File: src/rtl/sreg_pkg.sv
package sreg_pkg;

    // Kind of register an address decodes to
    typedef enum logic [1:0] {
        ACC_NONE,
        ACC_STAT,
        ACC_LIVE,
        ACC_MASK
    } acc_kind_e;

    // Width of the register index carried with a decoded access
    localparam int unsigned SREG_IDX_W = 4;

    typedef struct packed {
        acc_kind_e               kind;
        logic [SREG_IDX_W-1:0]   idx;
    } acc_sel_t;

endpackage

File: src/rtl/sreg_bit_slice.sv
// One latched status register with snapshot, pending flags and mask.
module sreg_bit_slice #(
    parameter int unsigned      W          = 8,
    parameter logic [W-1:0]     ALARM_BITS = '0
) (
    input  logic         clk,
    input  logic         rst_n,
    input  logic [W-1:0] alarm_lvl,
    input  logic [W-1:0] event_pls,
    input  logic         wr_stat,
    input  logic         rd_stat,
    input  logic         wr_mask,
    input  logic [W-1:0] wdata,
    output logic [W-1:0] latch_o,
    output logic [W-1:0] snap_o,
    output logic [W-1:0] mask_o,
    output logic [W-1:0] irq_src_o
);

    typedef struct packed {
        logic [W-1:0] latch;
        logic [W-1:0] snap;
        logic [W-1:0] armed;
        logic [W-1:0] pend;
        logic [W-1:0] mask;
        logic [W-1:0] alarm_prev;
    } slice_st_t;

    slice_st_t st_d, st_q;

    logic [W-1:0] lvl_a_d, set_lat_d, set_pend_d, clr_d;

    always_comb begin
        st_d = st_q;

        // alarm bits follow level, event bits follow pulses
        lvl_a_d    = alarm_lvl & ALARM_BITS;
        set_lat_d  = lvl_a_d | (event_pls & ~ALARM_BITS);
        set_pend_d = (lvl_a_d ^ st_q.alarm_prev) | (event_pls & ~ALARM_BITS);

        // a read clears what was refreshed and seen as one
        clr_d = rd_stat ? (st_q.armed & st_q.snap) : '0;

        // set has priority over clear
        st_d.latch = (st_q.latch & ~clr_d) | set_lat_d;
        st_d.pend  = (st_q.pend  & ~clr_d) | set_pend_d;

        if (wr_stat) begin
            st_d.snap  = (wdata & st_q.latch) | (~wdata & st_q.snap);
            st_d.armed = wdata;
        end else if (rd_stat) begin
            st_d.armed = '0;
        end

        if (wr_mask) begin
            st_d.mask = wdata;
        end

        st_d.alarm_prev = lvl_a_d;
    end

    always_ff @(posedge clk or negedge rst_n) begin
        if (!rst_n) begin
            st_q <= '0;
        end else begin
            st_q <= st_d;
        end
    end

    assign latch_o   = st_q.latch;
    assign snap_o    = st_q.snap;
    assign mask_o    = st_q.mask;
    assign irq_src_o = st_q.pend & st_q.mask;

endmodule

File: src/rtl/sreg_bus_decode.sv
// Address decode and read multiplexer for the status bank.
module sreg_bus_decode
    import sreg_pkg::*;
#(
    parameter int unsigned DATA_W = 8,
    parameter int unsigned N_REG  = 2,
    parameter int unsigned ADDR_W = 3
) (
    input  logic [ADDR_W-1:0]       addr,
    input  logic                    wr_en,
    input  logic                    rd_en,
    input  logic [N_REG*DATA_W-1:0] snap_all,
    input  logic [N_REG*DATA_W-1:0] mask_all,
    input  logic [DATA_W-1:0]       sync_live,
    output logic [N_REG-1:0]        wr_stat,
    output logic [N_REG-1:0]        rd_stat,
    output logic [N_REG-1:0]        wr_mask,
    output logic [DATA_W-1:0]       rdata
);

    localparam int unsigned LIVE_ADDR = N_REG;
    localparam int unsigned MASK_BASE = N_REG + 1;
    localparam int unsigned MASK_END  = MASK_BASE + N_REG;

    acc_sel_t sel_d;

    always_comb begin
        sel_d.kind = ACC_NONE;
        sel_d.idx  = '0;
        if (addr < ADDR_W'(N_REG)) begin
            sel_d.kind = ACC_STAT;
            sel_d.idx  = SREG_IDX_W'(addr);
        end else if (addr == ADDR_W'(LIVE_ADDR)) begin
            sel_d.kind = ACC_LIVE;
        end else if ((addr >= ADDR_W'(MASK_BASE)) && (addr < ADDR_W'(MASK_END))) begin
            sel_d.kind = ACC_MASK;
            sel_d.idx  = SREG_IDX_W'(addr - ADDR_W'(MASK_BASE));
        end
    end

    for (genvar r = 0; r < int'(N_REG); r++) begin : g_strobe
        assign wr_stat[r] = wr_en && (sel_d.kind == ACC_STAT) && (sel_d.idx == SREG_IDX_W'(r));
        assign rd_stat[r] = rd_en && (sel_d.kind == ACC_STAT) && (sel_d.idx == SREG_IDX_W'(r));
        assign wr_mask[r] = wr_en && (sel_d.kind == ACC_MASK) && (sel_d.idx == SREG_IDX_W'(r));
    end

    always_comb begin
        rdata = '0;
        unique case (sel_d.kind)
            ACC_LIVE: rdata = sync_live;
            ACC_STAT: begin
                for (int r = 0; r < int'(N_REG); r++) begin
                    if (sel_d.idx == SREG_IDX_W'(r)) rdata = snap_all[r*DATA_W +: DATA_W];
                end
            end
            ACC_MASK: begin
                for (int r = 0; r < int'(N_REG); r++) begin
                    if (sel_d.idx == SREG_IDX_W'(r)) rdata = mask_all[r*DATA_W +: DATA_W];
                end
            end
            default: rdata = '0;
        endcase
    end

endmodule

File: src/rtl/sreg_irq_bank.sv
// Bank of latched status registers with masked active-low interrupt.
module sreg_irq_bank #(
    parameter int unsigned                  DATA_W    = 8,
    parameter int unsigned                  N_REG     = 2,
    parameter int unsigned                  ADDR_W    = 3,
    parameter logic [N_REG*DATA_W-1:0]      ALARM_MAP = 16'h000F
) (
    input  logic                    clk,
    input  logic                    rst_n,
    input  logic [ADDR_W-1:0]       addr,
    input  logic [DATA_W-1:0]       wdata,
    input  logic                    wr_en,
    input  logic                    rd_en,
    output logic [DATA_W-1:0]       rdata,
    input  logic [N_REG*DATA_W-1:0] alarm_lvl,
    input  logic [N_REG*DATA_W-1:0] event_pls,
    input  logic [DATA_W-1:0]       sync_live,
    output logic                    int_n
);

    localparam int unsigned NB = N_REG * DATA_W;

    logic [N_REG-1:0] wr_stat, rd_stat, wr_mask;
    logic [NB-1:0]    latch_all, snap_all, mask_all, irq_src_all;

    sreg_bus_decode #(
        .DATA_W (DATA_W),
        .N_REG  (N_REG),
        .ADDR_W (ADDR_W)
    ) u_dec (
        .addr      (addr),
        .wr_en     (wr_en),
        .rd_en     (rd_en),
        .snap_all  (snap_all),
        .mask_all  (mask_all),
        .sync_live (sync_live),
        .wr_stat   (wr_stat),
        .rd_stat   (rd_stat),
        .wr_mask   (wr_mask),
        .rdata     (rdata)
    );

    for (genvar r = 0; r < int'(N_REG); r++) begin : g_reg
        sreg_bit_slice #(
            .W          (DATA_W),
            .ALARM_BITS (ALARM_MAP[r*DATA_W +: DATA_W])
        ) u_slice (
            .clk       (clk),
            .rst_n     (rst_n),
            .alarm_lvl (alarm_lvl[r*DATA_W +: DATA_W]),
            .event_pls (event_pls[r*DATA_W +: DATA_W]),
            .wr_stat   (wr_stat[r]),
            .rd_stat   (rd_stat[r]),
            .wr_mask   (wr_mask[r]),
            .wdata     (wdata),
            .latch_o   (latch_all[r*DATA_W +: DATA_W]),
            .snap_o    (snap_all[r*DATA_W +: DATA_W]),
            .mask_o    (mask_all[r*DATA_W +: DATA_W]),
            .irq_src_o (irq_src_all[r*DATA_W +: DATA_W])
        );
    end

    assign int_n = ~(|irq_src_all);

endmodule

File: config.mk
export PLATFORM = sky130hd
export DESIGN_NAME = sreg_irq_bank
export DESIGN_NICKNAME = d
export VERILOG_FILES = /design/src/rtl/sreg_pkg.sv /design/src/rtl/sreg_bit_slice.sv /design/src/rtl/sreg_bus_decode.sv /design/src/rtl/sreg_irq_bank.sv
export SDC_FILE = /design/constraint.sdc
export NUM_CORES = 1
export LEC_CHECK = 0
export BUFFER_PORTS_ARGS = -buffer_cell sky130_fd_sc_hd__buf_2
export CORE_ASPECT_RATIO = 0.8
export CORE_UTILIZATION = 35
export DETAILED_ROUTE_END_ITERATION = 16
export PLACE_DENSITY = 0.54
export SYNTH_ARGS = -nofsm -noshare
export SYNTH_HDL_FRONTEND = slang
export SYNTH_SLANG_ARGS = --single-unit
export TNS_END_PERCENT = 20
File: constraint.sdc
create_clock -name clk -period 2.3 [get_ports clk]
set_input_delay 0.115 -clock clk [delete_from_list [all_inputs] [get_ports clk]]
set_output_delay 0.115 -clock clk [all_outputs]
set_load 0.02 [all_outputs]
==> flow_summary.ini <==
[outcome]
status = completed

[floorplan]
rows = 33
die_h_um = 93.8
ioPinCount = 64
die_area_um2 = 11000
die-width_um = 117
core_area_um2 = 10200
start_util_pct = 36.0

[sta]
worstMarginPinSlew_ps = 855
setup_viol = 0
setup_tns_ps = 0
min_period_ps = 2140
fin_skew_ps = 5.75
drv_slew = 0
fin_crit_sh_pct = 93.2
fmax_mhz = 466
hold_viol_final = 0
slew_headroom_pct = 42.8
rsz0062_at_grt = false

[job]
drv_cap = 0

[global_routing]
grt_pass1_wl_um = 13900
track_usage_pct = 17.5
antenna_found_initial = 0
grt_max_degree = 45
grt_pass1_vias = 2644
overflow = 0

[synthesis]
synth-seq-cells = 84
synth-simple-area-share_pct = 11.7
synth_top_family_by_area = multiplexers
synth_common_cells = dfrtp_1 (84), nand2_1 (58), a21o_1 (29)
syn_avg_cell_area_um2 = 12.1
synth_fa_ha_area_share_pct = 1.02
seq_area_frac_synth_pct = 57.0
yosysTopAreaCell = dfrtp_1
synth_mux_area_share_pct = 14.9
synth.distinct_cells = 36
synthFlopType = dfrtp_1
synth_compound_area_share_pct = 12.6
synth_edf_count = 0
syn-cell-area_um2 = 3690
async_flop_share_pct = 100
synthCells = 305
netlist_top_cells_area = dfrtp_1 (57%), a21o_1 (5.9%), nand2_1 (5.9%), mux2_1 (4.9%), mux2_2 (4.6%)
synth.net_count = 363
synth.most_common_cell = dfrtp_1
yosysTopAreaCellShare_pct = 57.0
synth_xor_xnor_area_share_pct = 0.949
yosysWarnings = 0

[setup_path]
worstPathRequired_ps = 2180
path_class = in2out
start_kind = primary input
worstRegToRegCells = 2
r2r_slack_ps = 1470
cp-endpoint = rdata[0]
crit_path_start = addr[0]
r2r-end = g_reg[0].u_slice.latch_o[4]$_DFF_PN0_
path_max_fanout = 9
arrival_ps = 2030
crit_path_end_kind = output pin

[power_and_ir_drop]
p_int_mw = 2.76
static-leakage-power_nw = 2.01
power_frac_clock_pct = 36.0
pwr-share-comb_pct = 15.8
pwr-share-seq_pct = 48.2
vdd_ir_drop_max_v = 0.000500
swShare_pct = 27.1
switchingPower_mw = 1.03
powerDensity_nw_per_um2 = 822

[clock_network]
post-cts-setup-buffers = 0
htree_levels = 3
path_clk_slew_ps = 60
ctsResizeCount = 0
cts_buffers = 9
cts_tree = yes
clockRootBuffer = clkbuf_16
cts.path.max_buffers = 2
insertion_delay_ps = 340
cts_sinks = 84

[placement]
placed_area_um2 = 4160
place_congestion = 0.801
port_buffers = 47
dp_hpwl_um = 6360

[detailed_routing]
drt.antenna.violating_nets = 0
dr_total_vias = 2638
first_pass_iters = 4
via_per_inst = 5.01
route.detailed.drc = 0
avgRoutedWirePerCell_um = 16.2
routed_wl_um = 8530
drtIter0Drc = 146

[hold_path]
min_path_type = in2reg

[finish]
syn2layout_area_growth_pct = 25.0
diodes = 0
final_cell_area_um2 = 4610
regArea_um2 = 2100
drive_gt1_share_pct = 26.4
multiInputGateArea_um2 = 1520
post-route-util_pct = 45.1
fill_cells = 988
nets = 440
## metal layers
layer / wire length, um / vias up / track usage, %
met5: 0 / - / 0
met4: 89 / 0 / 6.01
li1: - / 1251 / -
met3: 501 / 9 / 4.32
met1: 4090 / 1309 / 24.0
met2: 3850 / 69 / 26.9
## layout by cell type (no fill, tap or decap), types with 10 or more instances in the layout
| cell | count |
|---|---|
| dfrtp_1 | 84 |
| buf_2 | 46 |
| dlygate4sd3_1 | 17 |
| mux2_1 | 16 |
| buf_4 | 10 |
| a21o_1 | 29 |
| mux2_2 | 15 |
| nand2_1 | 58 |
| nand3_1 | 20 |
| a22oi_1 | 12 |
## how the worst min path moves through the flow
stage | startpoint | to | slack [ps] | depth (start not counted)
global placement | rst_n | g_reg[1].u_slice.latch_o[6]$_DFF_PN0_ | 140 | 1
finish | wdata[5] | g_reg[1].u_slice.mask_o[5]$_DFFE_PN0P_ | 50 | 2
detailed placement | rst_n | g_reg[1].u_slice.latch_o[6]$_DFF_PN0_ | 150 | 1
floorplan | rst_n | asynchronous set/reset pin | -180 | 0
global route | wdata[5] | g_reg[0].u_slice.mask_o[5]$_DFFE_PN0P_ | 60 | 2
CTS | wdata[5] | g_reg[0].u_slice.mask_o[5]$_DFFE_PN0P_ | 40 | 2
## power by group through the flow
| stage | registers (mW) | clock network, mW | logic [mW] |
|---|---|---|---|
| detailed placement | 1.86 | 0 | 0.581 |
| global placement | 1.85 | 0 | 0.570 |
| floorplan | 1.80 | 0 | 0.400 |
| finish | 1.83 | 1.37 | 0.598 |
| global route | 1.85 | 1.47 | 0.659 |
| CTS | 1.83 | 1.40 | 0.606 |
## stage by stage
stage | hold slack [ps] | instances | setup slack, ps | power (mW)
detailed placement | 150 | 494 | 3.94 | 2.44
finish | 49.3 | 527 | 156 | 3.79
global placement | 140 | 494 | 34.5 | 2.42
global route | 55.0 | 527 | 3.49 | 3.98
floorplan | -181 | 305 | 219 | 2.20
CTS | 43.6 | 527 | 136 | 3.84
## repair_timing
action	in CTS	in global routing
hold buffers	17	0
endpoints found under the setup margin	0	0
endpoints found under the hold margin	72	0
## worst max-delay path, stage by stage
cell      delay [ps]
buf_2            100
ha_1             140
inv_1             40
ha_1             260
nor4b_2          430
a21o_1           140
a21oi_2           40
buf_4            210
mux2i_1          130
o221ai_1         220
buf_2            210
## cell type report
| type | count | area share, % |
|---|---|---|
| clock inverters | 6 | 1.00 |
| flip-flops and latches | 84 | 45.6 |
| clock buffers | 10 | 5.18 |
| repair buffers | 75 | 11.2 |
| well taps | 140 | 3.80 |
| inverters | 4 | 0.325 |
| multi-input cells | 208 | 33.0 |
## cell families after synthesis
kind of cell	Yosys count
compound gates	60
flops	84
simple gates	94
fa+ha+maj	3
xor+xnor	4
buf+inv	13
mux	47
(Power assumes the default switching activity.)
